`src/rtl/bus_stall_recorder.sv`:
```
module bus_stall_recorder #(
  parameter int CNT_W  = 20,
  parameter int ADDR_W = 32,
  parameter int PC_W   = 32,
  parameter int BE_W   = 4
) (
  input  logic              clk,
  input  logic              rst_n,
  input  logic [1:0]        mon_en,
  input  logic [1:0]        irq_en,
  input  logic [1:0]        clr,
  input  logic [CNT_W-1:0]  lim_ib,
  input  logic [CNT_W-1:0]  lim_db,
  input  logic              ib_req,
  input  logic              ib_busy,
  input  logic [ADDR_W-1:0] ib_addr,
  input  logic              ib_wr,
  input  logic              ib_ldst,
  input  logic              db_req,
  input  logic              db_busy,
  input  logic [ADDR_W-1:0] db_addr,
  input  logic              db_wr,
  input  logic [BE_W-1:0]   db_be,
  input  logic [PC_W-1:0]   pc,
  output logic [1:0]        raw,
  output logic              irq,
  output logic [ADDR_W-1:0] ib_rec0,
  output logic [ADDR_W-1:0] ib_rec1,
  output logic [BE_W:0]     db_info0,
  output logic [ADDR_W-3:0] db_addr0,
  output logic [PC_W-1:0]   db_pc0,
  output logic [BE_W:0]     db_info1,
  output logic [ADDR_W-3:0] db_addr1,
  output logic [PC_W-1:0]   db_pc1
);
  localparam int WA = ADDR_W - 2;

  logic             stall [2];
  logic             hit   [2];
  logic             fresh [2];
  logic             raw_q [2];
  logic [CNT_W-1:0] lim   [2];
  logic [CNT_W-1:0] cnt   [2];

  assign lim[0]   = lim_ib;
  assign lim[1]   = lim_db;
  assign stall[0] = mon_en[0] & ib_req & ib_busy;
  assign stall[1] = mon_en[1] & db_req & db_busy;
  assign raw      = {raw_q[1], raw_q[0]};
  assign irq      = |(raw & irq_en);

  for (genvar g = 0; g < 2; g++) begin : g_bus
    assign hit[g]   = stall[g] && (lim[g] != '0) &&
                      (({1'b0, cnt[g]} + 1'b1) == {1'b0, lim[g]});
    assign fresh[g] = !raw_q[g] || clr[g];

    always_ff @(posedge clk or negedge rst_n) begin
      if (!rst_n)                cnt[g] <= '0;
      else if (!stall[g])        cnt[g] <= '0;
      else if (cnt[g] < lim[g])  cnt[g] <= cnt[g] + 1'b1;
    end

    always_ff @(posedge clk or negedge rst_n) begin
      if (!rst_n)       raw_q[g] <= 1'b0;
      else if (hit[g])  raw_q[g] <= 1'b1;
      else if (clr[g])  raw_q[g] <= 1'b0;
    end

    AST_CNT_RESTART: assert property (@(posedge clk) disable iff (!rst_n)
      !stall[g] |=> cnt[g] == '0);
    AST_ZERO_LIMIT_SILENT: assert property (@(posedge clk) disable iff (!rst_n)
      (lim[g] == '0) && !raw_q[g] |=> !raw_q[g]);
    AST_CLEAR_DROPS: assert property (@(posedge clk) disable iff (!rst_n)
      clr[g] && !hit[g] |=> !raw_q[g]);
    AST_FLAG_NEEDS_HIT: assert property (@(posedge clk) disable iff (!rst_n)
      !raw_q[g] && !hit[g] |=> !raw_q[g]);
  end

  wire [WA+1:0] ib_now = {ib_ldst, ib_wr, ib_addr[ADDR_W-1:2]};

  always_ff @(posedge clk or negedge rst_n) begin
    if (!rst_n) begin
      ib_rec0 <= '0;
      ib_rec1 <= '0;
    end else if (hit[0]) begin
      ib_rec1 <= ib_now;
      if (fresh[0]) ib_rec0 <= ib_now;
    end
  end

  always_ff @(posedge clk or negedge rst_n) begin
    if (!rst_n) begin
      db_info0 <= '0; db_addr0 <= '0; db_pc0 <= '0;
      db_info1 <= '0; db_addr1 <= '0; db_pc1 <= '0;
    end else if (hit[1]) begin
      db_info1 <= {db_be, db_wr};
      db_addr1 <= db_addr[ADDR_W-1:2];
      db_pc1   <= pc;
      if (fresh[1]) begin
        db_info0 <= {db_be, db_wr};
        db_addr0 <= db_addr[ADDR_W-1:2];
        db_pc0   <= pc;
      end
    end
  end

  AST_FIRST_KEPT_IB: assert property (@(posedge clk) disable iff (!rst_n)
    raw_q[0] && !clr[0] |=> $stable(ib_rec0));
  AST_FIRST_KEPT_DB: assert property (@(posedge clk) disable iff (!rst_n)
    raw_q[1] && !clr[1] |=> $stable(db_pc0) && $stable(db_addr0));
endmodule

```
`config.mk`:
```
export PLATFORM = sky130hd
export DESIGN_NAME = bus_stall_recorder
export DESIGN_NICKNAME = d
export VERILOG_FILES = /design/src/rtl/bus_stall_recorder.sv
export SDC_FILE = /design/constraint.sdc
export NUM_CORES = 1
export LEC_CHECK = 0
export BUFFER_PORTS_ARGS = -buffer_cell sky130_fd_sc_hd__buf_2
export CAP_MARGIN = 10
export CORE_ASPECT_RATIO = 1.4
export CORE_MARGIN = 3
export CORE_UTILIZATION = 47
export DETAILED_ROUTE_END_ITERATION = 16
export GPL_ROUTABILITY_DRIVEN = 1
export PLACE_DENSITY = 0.74
export RECOVER_POWER = 25
export SYNTH_ARGS = -nofsm -noshare
export SYNTH_HDL_FRONTEND = slang
export SYNTH_SLANG_ARGS = --single-unit
```
`constraint.sdc`:
```
create_clock -name clk -period 3 [get_ports clk]
set_input_delay 0.6 -clock clk [delete_from_list [all_inputs] [get_ports clk]]
set_output_delay 0.6 -clock clk [all_outputs]
set_load 0.01 [all_outputs]
```
# == Yosys cells after proc, flatten, opt, wreduce, memory -nomap -nowiden ==
# Index checks and enable logic that the tools add are counted.
# totals
reg_bits,240
latchBits,0
mem_bits_rw,0
rom_bits,0
output_inout_bits,201
wordCells,50
memories,0
# classes
add_sub_neg,4
mul,0
n_div,0
order_cmp,2
eq_ne,4
n_shift,0
n_mux,8
bitwise_logic,5
n_reduce_logical,15
# op_table
op,n
20-bit 2-to-1 mux,4
"20-bit by 1-bit adder with 21-bit output, second input constant",2
21-bit by 20-bit == test with 1-bit output,2
"20-bit by 1-bit adder with 20-bit output, second input constant",2
20-bit less-than comparator,2
20-bit nonzero test,2
1-bit AND,4
1-bit logical AND,4
1-bit 2-to-1 mux,4
"2-bit by 1-bit inequality test with 1-bit output, second input constant",2
2-bit AND reduction,2
2-bit nonzero test,2
2-bit AND,1
1-bit logical NOT,2
1-bit logical OR,2
2-bit OR reduction,1

# == Logic depth before layout (Yosys ltp) ==
# Gate-level depths: netlist of the first run.
# depth
ltp_word,5
mapped_depth,11
mapped_depth_nobuf,10

# == Least setup slack after synthesis of the first run ==
# No wires, ideal clock.
# synth_timing
kind,register to register
start,reg cnt[20] (netlist name)
end,reg ib_rec0[10]
setup_ps,128
arrival_time_ps,2937
t_required_ps,2872
path_slack_ps,-64
stages_incl_launch_ff,11
n_path_buf,1
synth_period_minus_slack_ps,3064
cell_sequence,dfrtp_1 ha_1 nand4_1 nor3_4 mux2_2 mux2_2 o21a_1 a2111oi_4 nand2_2 buf_2 mux2_1
# synth_via
elab_chain_cells,4
# synth_rtl
item,line,rtl
from (decl),43,logic [CNT_W-1:0] cnt [2];
"from (signal, indexed assignment)",58,if (!rst_n) cnt[g] <= '0;
"from (signal, indexed assignment)",59,else if (!stall[g]) cnt[g] <= '0;
20-bit by 1-bit adder with 21-bit output,54,"(({1'b0, cnt[g]} + 1'b1) == {1'b0, lim[g]});"
21-bit by 20-bit == test with 1-bit output,54,
1-bit logical AND,53,assign hit[g] = stall[g] && (lim[g] != '0) &&
2-bit AND reduction (no line),-,
to (signal assigned),87,if (fresh[0]) ib_rec0 <= ib_now;
to (decl),27,"output logic [ADDR_W-1:0] ib_rec0,"
# Every way passes these cells.
# A chain may end at the register's enable or synchronous reset.

# == Final worst setup path of the first run ==
# layout_timing
start,reg cnt[20] (netlist name)
end,reg ib_rec1[18]
# layout_via
elab_chain_cells,3
# layout_rtl
item,line,rtl
20-bit by 1-bit adder with 21-bit output,54,
21-bit by 20-bit == test with 1-bit output,54,
1-bit logical AND,53,
to (signal assigned),86,ib_rec1 <= ib_now;
to (decl),28,"output logic [ADDR_W-1:0] ib_rec1,"
# Every way passes these cells.

==> results of run 1 <==
## through the flow
| stage | area (um2) | std cells |
|---|---|---|
| 2_1_floorplan | 11750 | 967 |
| 3_3_place_gp | 14570 | 1681 |
| 3_5_place_dp | 14570 | 1681 |
| 4_1_cts | 15420 | 1728 |
| 5_1_grt | 16300 | 1760 |
| 6_report | 16300 | 1760 |
## repair_timing
action / CTS / global route
pin swaps: 1 / 13
cloned: 0 / 13
gates resized for setup: 4 / 123
hold buffers: 0 / 0
endpoints found under the setup margin: 80 / 217
setup buffers: 1 / 18
## worst max-delay path by stage
stage / start / endpoint / slack, ns / cells after the start
finish: cnt[20] / ib_rec1[18] / -0.13 / 11
global route: cnt[1] / db_pc1[30] / -0.27 / 13
CTS: cnt[21] / ib_rec0[12] / 0.002 / 12
detailed placement: lim_db[17] / cnt[19] / -0.14 / 11
global placement: lim_db[17] / cnt[19] / -0.09 / 11
floorplan: cnt[20] / ib_rec0[10] / 0.05 / 11
## critical path, delay by kind of cell (launching register included)
family	cells	cell delay, ns
simple gates	2	0.24
compound gates	2	0.65
mux	3	0.91
fa+ha+maj	1	0.22
flops	1	0.40
buf+inv	3	0.60
## cells in the final DEF (no fill, tap or decap), types with 4 or more instances in the layout
| cell | instances |
|---|---|
| buf_6 | 8 |
| nand3_1 | 24 |
| xor2_1 | 21 |
| clkbuf_8 | 4 |
| a21o_1 | 13 |
| mux2_1 | 4 |
| o211ai_1 | 5 |
| xnor2_1 | 57 |
| ha_1 | 40 |
| clkbuf_16 | 35 |
| clkinvlp_4 | 4 |
| mux2_2 | 125 |
| and3_1 | 8 |
| dfrtp_1 | 239 |
| inv_1 | 47 |
| buf_12 | 9 |
| a21oi_1 | 33 |
| nand2b_1 | 6 |
| a21boi_0 | 9 |
| clkinv_2 | 6 |
| buf_2 | 351 |
| nand2_1 | 25 |
| nor4_4 | 4 |
| nor2_1 | 48 |
| mux2_4 | 73 |
| buf_4 | 96 |
| and4_1 | 8 |
| a211oi_1 | 4 |
| nor4_1 | 13 |
| a31o_2 | 6 |
| nor3_1 | 6 |
| o21a_1 | 5 |
| mux2i_1 | 5 |
| nand4_1 | 24 |
| nor2b_1 | 5 |
| o21ai_0 | 12 |
## final cells by class
class                           instances  area share
Clock inverter                         15    0.008983
Clock buffer                           31     0.04223
Inverter                               47     0.01083
Multi-Input combinational cell        636      0.3569
Sequential cell                       240      0.3686
Tap cell                              310     0.02380
Timing Repair Buffer                  480      0.1885
Antenna cell                            1   0.0001536
## state kept, by name (all words and copies together) (netlist names)
name	cells
cnt	40
db_addr0	30
db_info1	5
db_pc0	32
db_addr1	30
raw	2
db_info0	5
ib_rec1	32
ib_rec0	32
db_pc1	32
## metal layers
metal  vias up  wire, um
met1      4779     12830
li1       4372         -
met5         -        11
met2       340     19110
met4         2      1461
met3        98      2097
## cell families after synthesis
logic type / Yosys count
buf+inv: 91
simple gates: 201
xor+xnor: 80
fa+ha+maj: 42
mux: 207
flops: 240
compound gates: 106
## power groups by stage
stage / Combinational, mW / Sequential (mW) / Clock, mW
2_1_floorplan: 0.0973 / 3.30 / 0
3_3_place_gp: 0.334 / 3.30 / 0
3_5_place_dp: 0.344 / 3.30 / 0
4_1_cts: 0.348 / 3.24 / 3.21
5_1_grt: 0.398 / 3.24 / 3.34
6_report: 0.354 / 3.24 / 3.14
==> out/qor.csv, run 1 <==
stage;metric;value;unit
routing;number of routed nets with antenna violations;0;
timing;summed negative setup slack over all endpoints;-7.180;ns
finish;final core utilization;0.6726;
cts;clock latency of the later-clocked register in the worst-skew pair;0.53;ns
logic_synthesis;total of flip-flops plus latches after synthesis;240;
logic_synthesis;area fraction of the dominant cell type after synthesis;0.5113;
power;cell internal pwr;5.192;mW
timing;final period demand of the worst path;3.133;ns
logic_synthesis;Yosys warnings;0;
logic_synthesis;share of the synthesized netlist area taken by xor and xnor gates;0.05966;
global_routing;maximum number of pins on one net before global-route repair;79;
global_routing;first-pass GRT wire length;50380;um
power;overall power consumption;6.729;mW
global_routing;met1 track demand over resource in global routing;0.2490;
cts;Clock Path Buffers;3;
placement;number of port buffers;351;
logic_synthesis;multiplexer share of the synthesized area;0.1979;
logic_synthesis;prevailing post-synth register cell;dfrtp_1;
worst_setup_path;length in cells of the worst reg-to-reg path;11;
cts;H-tree Lvls;1;
power;switching power as a share of total power;0.2284;
worst_setup_path;CP most frequent cell;mux2_4;
cts;clock tree root buffer cell;clkbuf_16;
logic_synthesis;Synth Instances;967;
power;worst voltage drop across the vdd grid;0.4541;mV
logic_synthesis;top post-synthesis cells by count;240 x dfrtp_1, 172 x mux2_2, 58 x xnor2_1, 51 x nor2_1, 47 x inv_1;
worst_setup_path;startpoint of the worst-slack reg-to-reg timing path;cnt[20];
worst_hold_path;Worst Hold Launch;clr[1];
routing;Post-route DRC;0;
worst_setup_path;ordered list of cells on the worst path;ha_2 -> nand4_1 -> buf_4 -> nor3_4 -> mux2_4 -> mux2_2 -> o21a_1 -> a2111oi_4 -> buf_6 -> clkbuf_16 -> mux2_4;
logic_synthesis;area fraction in compound gates after synthesis;0.06115;
timing;crit share post-route;1.044;
logic_synthesis;Post-synth EDFFs;0;
worst_setup_path;setup slack of the most critical reg-to-reg path;-0.13;ns
cts;# clock sinks;240;
timing;max-slew violation total from the final report;79;
timing;highest attainable clock frequency;0.3192;GHz
timing;Max-slew headroom;-0.3663;
global_routing;Tot GR Track Use;0.2290;
worst_setup_path;capture instance of the worst register-to-register path;ib_rec1[18];
timing;final worst hold slack;0.2803;ns
logic_synthesis;fraction of the mapped netlist area in adder cells;0.04474;
routing;wire per inst;20.18;um
logic_synthesis;dominant combinational cell family by area after synthesis;multiplexers;
logic_synthesis;Synth cell types;54;
placement;half-perimeter wire length of the detailed placement result;24540;um
logic_synthesis;share of synthesized registers carrying an async set or reset;1.000;
logic_synthesis;Mapped Area;11750;um2
worst_hold_path;number of cells on the worst hold path;2;
global_routing;grt met2 use;0.4378;
power;portion of total power attributed to sequential cells;0.481;
placement;final estimated routing congestion in global placement;0.9433;
worst_setup_path;CP arrival;3.54;ns
power;clock power share;0.466;
flow_run;max cap viols;1;
finish;area occupied by multi-input gates;5816;um2
power;power per cell area;412.9;nW/um2
routing;DRC violation total after the first TritonRoute iteration;370;
floorplanning;number of top-level design ports;356;
floorplanning;Die Outline Area;26950;um2
worst_setup_path;largest driver fanout on the critical path;8;
routing;drt total wl;35520;um
logic_synthesis;top area cells in the synthesized netlist;dfrtp_1 51%, mux2_2 16%, ha_1 4.5%, xnor2_1 4.3%, mux2_1 2.9%;
worst_setup_path;cell at the slowest stage of the critical path;a2111oi_4;
floorplanning;floorplan row count;67;
timing;Tightest Pin Transition;2.049;ns
outcome;violations in the final reports;max-capacitance violations, max-slew violations, negative setup slack;
finish;area occupied by registers;6007;um2
finish;layout cell share with drive strength beyond 1;0.5259;
timing;worst path setup slack after routing;-0.1327;ns
finish;Area Overhead vs Synth;38.74;%
worst_setup_path;start-to-end type of the worst setup path;flop to flop;
timing;RSZ-0062 raised after global routing;true;
placement;Setup Slack @ Placement;-0.1389;ns
worst_setup_path;type of origin of the critical path;flop;
logic_synthesis;area fraction in and, or, nand and nor cells after synthesis;0.09311;
global_routing;met3 Use GR;0.04565;
logic_synthesis;most area-hungry cell type in the Yosys netlist;dfrtp_1;
worst_hold_path;destination of the worst hold path;raw[1];
worst_setup_path;CP peak stage delay;0.44;ns
power;net switching power of the design;1.537;mW
finish;count of fill cells added during filler insertion;1729;
logic_synthesis;Synth Net Count;1164;
floorplanning;Die Y;193.0;um
timing;skew final;0.01724;ns
logic_synthesis;most common cell in the synthesized netlist;dfrtp_1;
worst_setup_path;nature of the critical path endpoint;flop;
floorplanning;chip width;139.6;um
floorplanning;starting density of the core;0.4848;
power;part of the total power dissipated in combinational logic;0.053;
routing;vias per std cell;5.449;
cts;CTS buffer count;25;
global_routing;number of antenna violations at the first check in global routing;2;
cts;clock tree from TritonCTS;built;
global_routing;via count of the first global-routing pass;9924;
routing;first drt pass iteration count;5;
global_routing;global route overflow;0;
worst_setup_path;data required time at the worst endpoint;3.40;ns
timing;Final Setup Violations;92;
logic_synthesis;portion of the post-synthesis area used by sequential elements;0.5113;
routing;routed vias;9591;
floorplanning;core area;24230;um2
timing;count of final hold-check violations;0;
power;leakage dissipation;8.966;nW
worst_hold_path;Hold Path Class;input pin to flop;
global_routing;busiest metal layer after global routing;met2;
outcome;run status;complete, but fails checks;
cts;clock transition time at the flip-flop clock pins of the worst setup and hold paths;0.06;ns
logic_synthesis;mean instance size in the synthesized netlist;12.15;um2
finish;count of nets after finishing;1627;
(Power assumes the default switching activity.)
==> run 2: changes to the inputs <==
--- a/config.mk
+++ b/config.mk
@@ -5,11 +5,12 @@
 export SDC_FILE = /design/constraint.sdc
 export NUM_CORES = 1
 export LEC_CHECK = 0
+export ABC_AREA = 1
 export BUFFER_PORTS_ARGS = -buffer_cell sky130_fd_sc_hd__buf_2
 export CAP_MARGIN = 10
 export CORE_ASPECT_RATIO = 1.4
 export CORE_MARGIN = 3
-export CORE_UTILIZATION = 47
+export CORE_UTILIZATION = 48
 export DETAILED_ROUTE_END_ITERATION = 16
 export GPL_ROUTABILITY_DRIVEN = 1
 export PLACE_DENSITY = 0.74
==> run 2 against run 1 <==
The flow finishes with violations (max-capacitance violations, max-slew violations). Clock power is 3% lower. Global-route usage is 5.3 points higher. Setup slack better by 0.35 ns. Sequential power hardly changed. Critical path type unchanged.
==> out/qor.csv, run 2 <==
stage;metric;value;unit;change
logic_synthesis;top area cells in the synthesized netlist;dfrtp_1 47%, nand2_1 19%, nand4_1 9.1%, nand3_1 5.5%, ha_1 4.1%;;was dfrtp_1 51%, mux2_2 16%, ha_1 4.5%, xnor2_1 4.3%, mux2_1 2.9%
worst_setup_path;nature of the critical path endpoint;flop;;unchanged
power;net switching power of the design;1.576;mW;was 1.537 mW
worst_hold_path;Hold Path Class;input pin to flop;;unchanged
finish;final core utilization;0.6043;;was 0.6726
worst_setup_path;setup slack of the most critical reg-to-reg path;0.22;ns;was -0.13 ns
routing;wire per inst;18.43;um;was 20.18 um
global_routing;global route overflow;0;;unchanged
power;part of the total power dissipated in combinational logic;0.061;;was 0.053
timing;count of final hold-check violations;0;;unchanged
global_routing;first-pass GRT wire length;65270;um;was 50,380 um
logic_synthesis;Synth Net Count;1857;;was 1,164
floorplanning;core area;26190;um2;was 24,230 um2
global_routing;via count of the first global-routing pass;12640;;was 9,924
worst_setup_path;CP arrival;3.20;ns;was 3.54 ns
cts;clock tree root buffer cell;clkbuf_16;;unchanged
logic_synthesis;prevailing post-synth register cell;dfrtp_1;;unchanged
logic_synthesis;Synth cell types;33;;was 54
flow_run;max cap viols;1;;unchanged
logic_synthesis;most common cell in the synthesized netlist;nand2_1;;was dfrtp_1
cts;clock transition time at the flip-flop clock pins of the worst setup and hold paths;0.07;ns;was 0.06 ns
logic_synthesis;Yosys warnings;0;;unchanged
floorplanning;number of top-level design ports;356;;unchanged
cts;H-tree Lvls;1;;unchanged
placement;half-perimeter wire length of the detailed placement result;30860;um;was 24,540 um
logic_synthesis;portion of the post-synthesis area used by sequential elements;0.4691;;was 0.5113
cts;Clock Path Buffers;3;;unchanged
outcome;run status;complete, but fails checks;;unchanged
worst_setup_path;capture instance of the worst register-to-register path;db_pc1[14];;was ib_rec1[18]
routing;number of routed nets with antenna violations;0;;unchanged
routing;Post-route DRC;0;;unchanged
logic_synthesis;Post-synth EDFFs;0;;unchanged
worst_setup_path;data required time at the worst endpoint;3.42;ns;was 3.40 ns
finish;register with the most flip-flops;cnt;;unchanged
floorplanning;chip width;144.0;um;was 139.6 um
logic_synthesis;area fraction of the dominant cell type after synthesis;0.4691;;was 0.5113
finish;most common cell after layout, fill and taps aside;nand2_1;;was buf_2
outcome;violations in the final reports;max-capacitance violations, max-slew violations;;was max-capacitance violations, max-slew violations, negative setup slack
power;switching power as a share of total power;0.2347;;was 0.2284
power;power per cell area;424.2;nW/um2;was 412.9 nW/um2
timing;summed negative setup slack over all endpoints;0;ns;was -7.180 ns
cts;CTS buffer count;25;;unchanged
timing;Final Setup Violations;0;;was 92
logic_synthesis;Synth Instances;1660;;was 967
power;overall power consumption;6.713;mW;was 6.729 mW
cts;clock tree from TritonCTS;built;;unchanged
timing;skew final;0.01512;ns;was 0.01724 ns
worst_hold_path;Worst Hold Launch;ib_addr[4];;was clr[1]
cts;clock latency of the later-clocked register in the worst-skew pair;0.54;ns;was 0.53 ns
worst_hold_path;destination of the worst hold path;ib_rec1[2];;was raw[1]
timing;RSZ-0062 raised after global routing;false;;was true
global_routing;Tot GR Track Use;0.2818;;was 0.2290
worst_setup_path;type of origin of the critical path;flop;;unchanged
floorplanning;floorplan row count;70;;was 67
floorplanning;Die Y;199.2;um;was 193.0 um
timing;Tightest Pin Transition;1.581;ns;was 2.049 ns
timing;Max-slew headroom;-0.05412;;was -0.3663
power;portion of total power attributed to sequential cells;0.483;;was 0.481
worst_hold_path;number of cells on the worst hold path;3;;was 2
timing;worst path setup slack after routing;0.2167;ns;was -0.1327 ns
floorplanning;starting density of the core;0.4889;;was 0.4848
logic_synthesis;mean instance size in the synthesized netlist;7.712;um2;was 12.15 um2
cts;# clock sinks;240;;unchanged
routing;vias per std cell;5.678;;was 5.449
placement;final estimated routing congestion in global placement;0.9453;;was 0.9433
logic_synthesis;most area-hungry cell type in the Yosys netlist;dfrtp_1;;unchanged
placement;number of port buffers;351;;unchanged
global_routing;maximum number of pins on one net before global-route repair;88;;was 79
worst_setup_path;largest driver fanout on the critical path;31;;was 8
worst_setup_path;length in cells of the worst reg-to-reg path;15;;was 11
power;cell internal pwr;5.137;mW;was 5.192 mW
logic_synthesis;Mapped Area;12800;um2;was 11,750 um2
finish;number of flip-flops in the largest register;40;;unchanged
timing;crit share post-route;0.9278;;was 1.044
power;worst voltage drop across the vdd grid;0.3467;mV;was 0.4541 mV
floorplanning;Die Outline Area;28690;um2;was 26,950 um2
routing;routed vias;13280;;was 9,591
logic_synthesis;total of flip-flops plus latches after synthesis;240;;unchanged
logic_synthesis;top post-synthesis cells by count;641 x nand2_1, 240 x dfrtp_1, 186 x nand4_1, 140 x nand3_1, 106 x inv_1;;was 240 x dfrtp_1, 172 x mux2_2, 58 x xnor2_1, 51 x nor2_1, 47 x inv_1
finish;layout cell share with drive strength beyond 1;0.2231;;was 0.5259
global_routing;number of antenna violations at the first check in global routing;3;;was 2
routing;drt total wl;43100;um;was 35,520 um
logic_synthesis;share of synthesized registers carrying an async set or reset;1.000;;unchanged
power;leakage dissipation;9.051;nW;was 8.966 nW
timing;max-slew violation total from the final report;62;;was 79
timing;final period demand of the worst path;2.783;ns;was 3.133 ns
routing;first drt pass iteration count;7;;was 5
power;clock power share;0.457;;was 0.466
finish;Area Overhead vs Synth;23.62;%;was 38.74%
cts;Post-CTS Setup Repair Bufs;0;;was 1
routing;DRC violation total after the first TritonRoute iteration;837;;was 370
finish;commonest cells after routing, fill and taps aside;638 x nand2_1, 350 x buf_2, 240 x dfrtp_1;;was 351 x buf_2, 239 x dfrtp_1, 125 x mux2_2
timing;highest attainable clock frequency;0.3593;GHz;was 0.3192 GHz
finish;count of nets after finishing;2190;;was 1,627
worst_setup_path;startpoint of the worst-slack reg-to-reg timing path;cnt[1];;was cnt[20]
placement;Setup Slack @ Placement;0.2548;ns;was -0.1389 ns
worst_setup_path;start-to-end type of the worst setup path;flop to flop;;unchanged
## run 2: changes by cell type after synthesis, sizes merged, moves of 20 or more
cell    change
nor2       +52
nand3     +116
nand4     +161
inv        +61
nand2     +613
mux2      -202
o22ai      +25
xnor2      -57
o21ai      +20
clkbuf     +24
## run 2: logic make-up after synthesis
logic type               synth area share
buffers and inverters             0.06705
AO/OA/AOI/OAI                     0.03958
AND/OR/NAND/NOR                    0.3787
XOR/XNOR                         0.004496
flip-flops                         0.4691
adder cells (fa/ha/maj)           0.04105
## run 2: metal layers
metal	routed length (um)	share of wire	track usage	up-vias
li1	-	-	-	6242
met1	16390	0.38	0.3452	6270
met2	21380	0.50	0.4822	614
met3	3002	0.070	0.04285	149
met4	2324	0.054	0.1382	0
met5	0	0	0	-
## run 2: worst max path at each step
stage	from	end	slack [ns]	cells past startpoint
after floorplan	lim_db[0]	db_addr1[24]	0.69	15
after global placement	cnt[1]	db_pc1[2]	0.30	15
after detailed placement	cnt[1]	db_info1[4]	0.25	15
after CTS	cnt[20]	ib_rec0[10]	0.23	16
after global routing	cnt[1]	db_pc1[14]	0.01	17
final	cnt[1]	db_pc1[14]	0.22	15
## run 2: cell type report
cell class,count,area (um2)
clock buffer,36,726.9
sequential,240,6006
tap,324,405.4
clock inverter,6,70.07
inverter,111,416.7
timing repair buffer,387,2195
multi-input combinational,1228,5992
fill,2359,10360
antenna,6,15.01
## run 2: metrics by stage
stage,hold slack (ns),area [um2],cells
finish,0.3068,15830,2338
global route,0.3020,15820,2335
floorplan,0.3044,12800,1660
detailed placement,0.4528,14960,2287
CTS,0.2846,15760,2330
global placement,0.4485,14960,2287
## run 2: power by group through the flow
| stage | clock, mW | sequential (mW) | combinational [mW] |
|---|---|---|---|
| 2_1_floorplan | 0 | 3.30 | 0.141 |
| 3_3_place_gp | 0 | 3.30 | 0.402 |
| 3_5_place_dp | 0 | 3.30 | 0.406 |
| 4_1_cts | 3.12 | 3.24 | 0.409 |
| 5_1_grt | 3.26 | 3.24 | 0.452 |
| 6_report | 3.06 | 3.24 | 0.408 |
## run 2: worst max-delay path, stage by stage, from the launching register on
cell	delay, ns
dfrtp_1	0.40
ha_1	0.20
nand2_1	0.14
nor2_4	0.20
nand3_1	0.24
nand2_1	0.15
nand3_1	0.11
nand2_1	0.08
nand3_1	0.10
nor2_1	0.15
nand2_1	0.11
nor2_4	0.19
nand3_4	0.20
clkbuf_16	0.28
nand2_1	0.08
nand2_1	0.05
## run 2: what timing repair did
action / CTS / global route
hold buffers: 1 / 0
resized for setup: 0 / 5
endpoints found under the setup margin: 0 / 43
hold endpoints to repair: 4 / 0
==> run 3: changes to the inputs <==
--- a/config.mk
+++ b/config.mk
@@ -9,7 +9,6 @@
 export BUFFER_PORTS_ARGS = -buffer_cell sky130_fd_sc_hd__buf_2
 export CAP_MARGIN = 10
 export CORE_ASPECT_RATIO = 1.4
-export CORE_MARGIN = 3
 export CORE_UTILIZATION = 48
 export DETAILED_ROUTE_END_ITERATION = 16
 export GPL_ROUTABILITY_DRIVEN = 1
==> run 3 against run 2 <==
The run still ends with max-capacitance violations, max-slew violations left. Non-clock buffer count is the same. Final area grew 0.46%. Routed wire length shrank 1.3%. Final cell count grew 0.13%. Combinational power is essentially flat. Global-route usage grew 2.6 points. Die area shrank 4.7%. Core utilization grew 0.28 points. Hold slack is essentially flat. Via count grew 0.33%. Largest cell class unchanged. Flip-flop and latch count is the same. Fmax grew 0.59%.
==> out/qor.csv, run 3 (synthesis gave the netlist of run 2 again) <==
stage;metric;value;unit;change
finish;commonest cells after routing, fill and taps aside;640 x nand2_1, 350 x buf_2, 239 x dfrtp_1;;was 638 x nand2_1, 350 x buf_2, 240 x dfrtp_1
routing;DRC violation total after the first TritonRoute iteration;1185;;was 837
floorplanning;Die Y;195.2;um;was 199.2 um
worst_setup_path;CP arrival;3.23;ns;was 3.20 ns
placement;number of port buffers;351;;unchanged
cts;clock tree root buffer cell;clkbuf_16;;unchanged
routing;Post-route DRC;0;;unchanged
timing;count of final hold-check violations;0;;unchanged
global_routing;first-pass GRT wire length;66970;um;was 65,270 um
power;power per cell area;439.4;nW/um2;was 424.2 nW/um2
worst_setup_path;type of origin of the critical path;flop;;unchanged
finish;area occupied by multi-input gates;5977;um2;was 5992 um2
routing;wire per inst;18.16;um;was 18.43 um
worst_setup_path;largest driver fanout on the critical path;31;;unchanged
global_routing;global route overflow;0;;unchanged
timing;skew final;0.01185;ns;was 0.01512 ns
cts;clock tree from TritonCTS;built;;unchanged
routing;vias per std cell;5.689;;was 5.678
floorplanning;chip width;140.0;um;was 144.0 um
floorplanning;Die Outline Area;27340;um2;was 28,690 um2
global_routing;via count of the first global-routing pass;12800;;was 12,640
routing;routed vias;13320;;was 13,280
finish;number of flip-flops in the largest register;40;;unchanged
routing;drt total wl;42520;um;was 43,100 um
worst_setup_path;data required time at the worst endpoint;3.47;ns;was 3.42 ns
timing;summed negative setup slack over all endpoints;0;ns;unchanged
finish;Area Overhead vs Synth;24.19;%;was 23.62%
cts;clock latency of the later-clocked register in the worst-skew pair;0.53;ns;was 0.54 ns
cts;clock transition time at the flip-flop clock pins of the worst setup and hold paths;0.06;ns;was 0.07 ns
power;leakage dissipation;9.079;nW;was 9.051 nW
finish;count of nets after finishing;2190;;unchanged
floorplanning;starting density of the core;0.4889;;unchanged
worst_setup_path;nature of the critical path endpoint;flop;;unchanged
worst_setup_path;start-to-end type of the worst setup path;flop to flop;;unchanged
global_routing;maximum number of pins on one net before global-route repair;86;;was 88
timing;Final Setup Violations;0;;unchanged
finish;layout cell share with drive strength beyond 1;0.2242;;was 0.2231
finish;most common cell after layout, fill and taps aside;nand2_1;;unchanged
floorplanning;number of top-level design ports;356;;unchanged
outcome;run status;complete, but fails checks;;unchanged
timing;Tightest Pin Transition;2.299;ns;was 1.581 ns
timing;RSZ-0062 raised after global routing;false;;unchanged
routing;number of routed nets with antenna violations;0;;unchanged
finish;area occupied by registers;6007;um2;was 6006 um2
finish;count of fill cells added during filler insertion;2406;;was 2,359
placement;half-perimeter wire length of the detailed placement result;30270;um;was 30,860 um
timing;Max-slew headroom;-0.5325;;was -0.05412
global_routing;Tot GR Track Use;0.3078;;was 0.2818
power;worst voltage drop across the vdd grid;0.3883;mV;was 0.3467 mV
cts;# clock sinks;240;;unchanged
cts;CTS buffer count;25;;unchanged
timing;highest attainable clock frequency;0.3614;GHz;was 0.3593 GHz
finish;register with the most flip-flops;cnt;;unchanged
timing;max-slew violation total from the final report;84;;was 62
global_routing;number of antenna violations at the first check in global routing;4;;was 3
power;overall power consumption;6.987;mW;was 6.713 mW
floorplanning;core area;26190;um2;unchanged
finish;final core utilization;0.6071;;was 0.6043
placement;final estimated routing congestion in global placement;0.9576;;was 0.9453
routing;first drt pass iteration count;6;;was 7
cts;H-tree Lvls;1;;unchanged
outcome;violations in the final reports;max-capacitance violations, max-slew violations;;unchanged
floorplanning;floorplan row count;70;;unchanged
timing;final period demand of the worst path;2.767;ns;was 2.783 ns
timing;crit share post-route;0.9223;;was 0.9278
flow_run;max cap viols;1;;unchanged
worst_hold_path;Hold Path Class;input pin to flop;;unchanged
cts;Clock Path Buffers;3;;unchanged
-- run 3: cell types whose count changed in the layout (fill, tap and decap cells not counted), sizes merged --
cell and delta:
dlygate4sd3 -1, diode -1, clkinvlp +2, clkbuf -1, clkinv +1, bufinv +3
-- run 3: per-stage QoR --
step / instances / cell area [um2] / setup slack, ns / hold slack (ns)
after detailed placement: 2287 / 14980 / 0.1765 / 0.4529
after CTS: 2333 / 15860 / 0.1545 / 0.1035
after global routing: 2340 / 15900 / 0.004742 / 0.3076
after global placement: 2287 / 14980 / 0.2744 / 0.4487
final: 2341 / 15900 / 0.2331 / 0.3071
after floorplan: 1660 / 12800 / 0.6899 / 0.3044
-- run 3: area by class of cell --
type                    instances  share of cell area
diodes                          5           0.0007870
clock buffers                  34             0.04462
clock inverters                12             0.01086
inverters                     111             0.02621
multi-input cells            1228              0.3759
flip-flops and latches        240              0.3778
well taps                     324             0.02550
repair buffers                387              0.1383
-- run 3: path summary, 6_finish.rpt --
path | start | end | slack, ns | cells after the start
worst max-delay path | cnt[21] | ib_rec0[11] | 0.23 | 16
worst min-delay path | ib_addr[11] | ib_rec1[9] | 0.31 | 3
worst max register to register | cnt[21] | ib_rec0[11] | 0.23 | 16
worst min register to register | db_addr0[10] | db_addr0[10] | 0.46 | 2
max in group asynchronous | rst_n | ib_rec1[2] | 0.68 | 2
min in group asynchronous | rst_n | ib_rec1[12] | 0.76 | 1
-- run 3: worst max-delay path, stage by stage, from the launching register on --
cell,delay [ns]
dfrtp_1,0.41
ha_1,0.22
nand2_1,0.14
nor2_4,0.18
nand2_1,0.20
nor2_1,0.26
nand2_1,0.08
nand2_1,0.09
nand2_1,0.08
nand2_1,0.06
nand2_1,0.08
nor2_1,0.12
nand3_1,0.12
nor2_4,0.21
clkbuf_16,0.25
nand4_1,0.10
nand2_1,0.09
-- run 3: layer usage --
layer / wire length (um) / up-vias / global-route usage / share of wire
li1: - / 6251 / - / -
met1: 16600 / 6259 / 0.3795 / 0.39
met2: 20610 / 650 / 0.5170 / 0.48
met3: 2844 / 159 / 0.04144 / 0.067
met4: 2464 / 0 / 0.1775 / 0.058
met5: 0 / - / 0 / 0
-- run 3: power breakdown --
part,internal [mW],total (mW),switching (mW)
registers,3.24,3.24,0.00182
clock network,2.01,3.34,1.33
logic,0.135,0.411,0.276
total,5.38,6.99,1.61
-- run 3: what timing repair did --
item | in CTS | in global routing
hold buffers | 0 | 0
gates resized for setup | 0 | 1
setup buffers | 0 | 2
setup endpoints to repair | 0 | 64
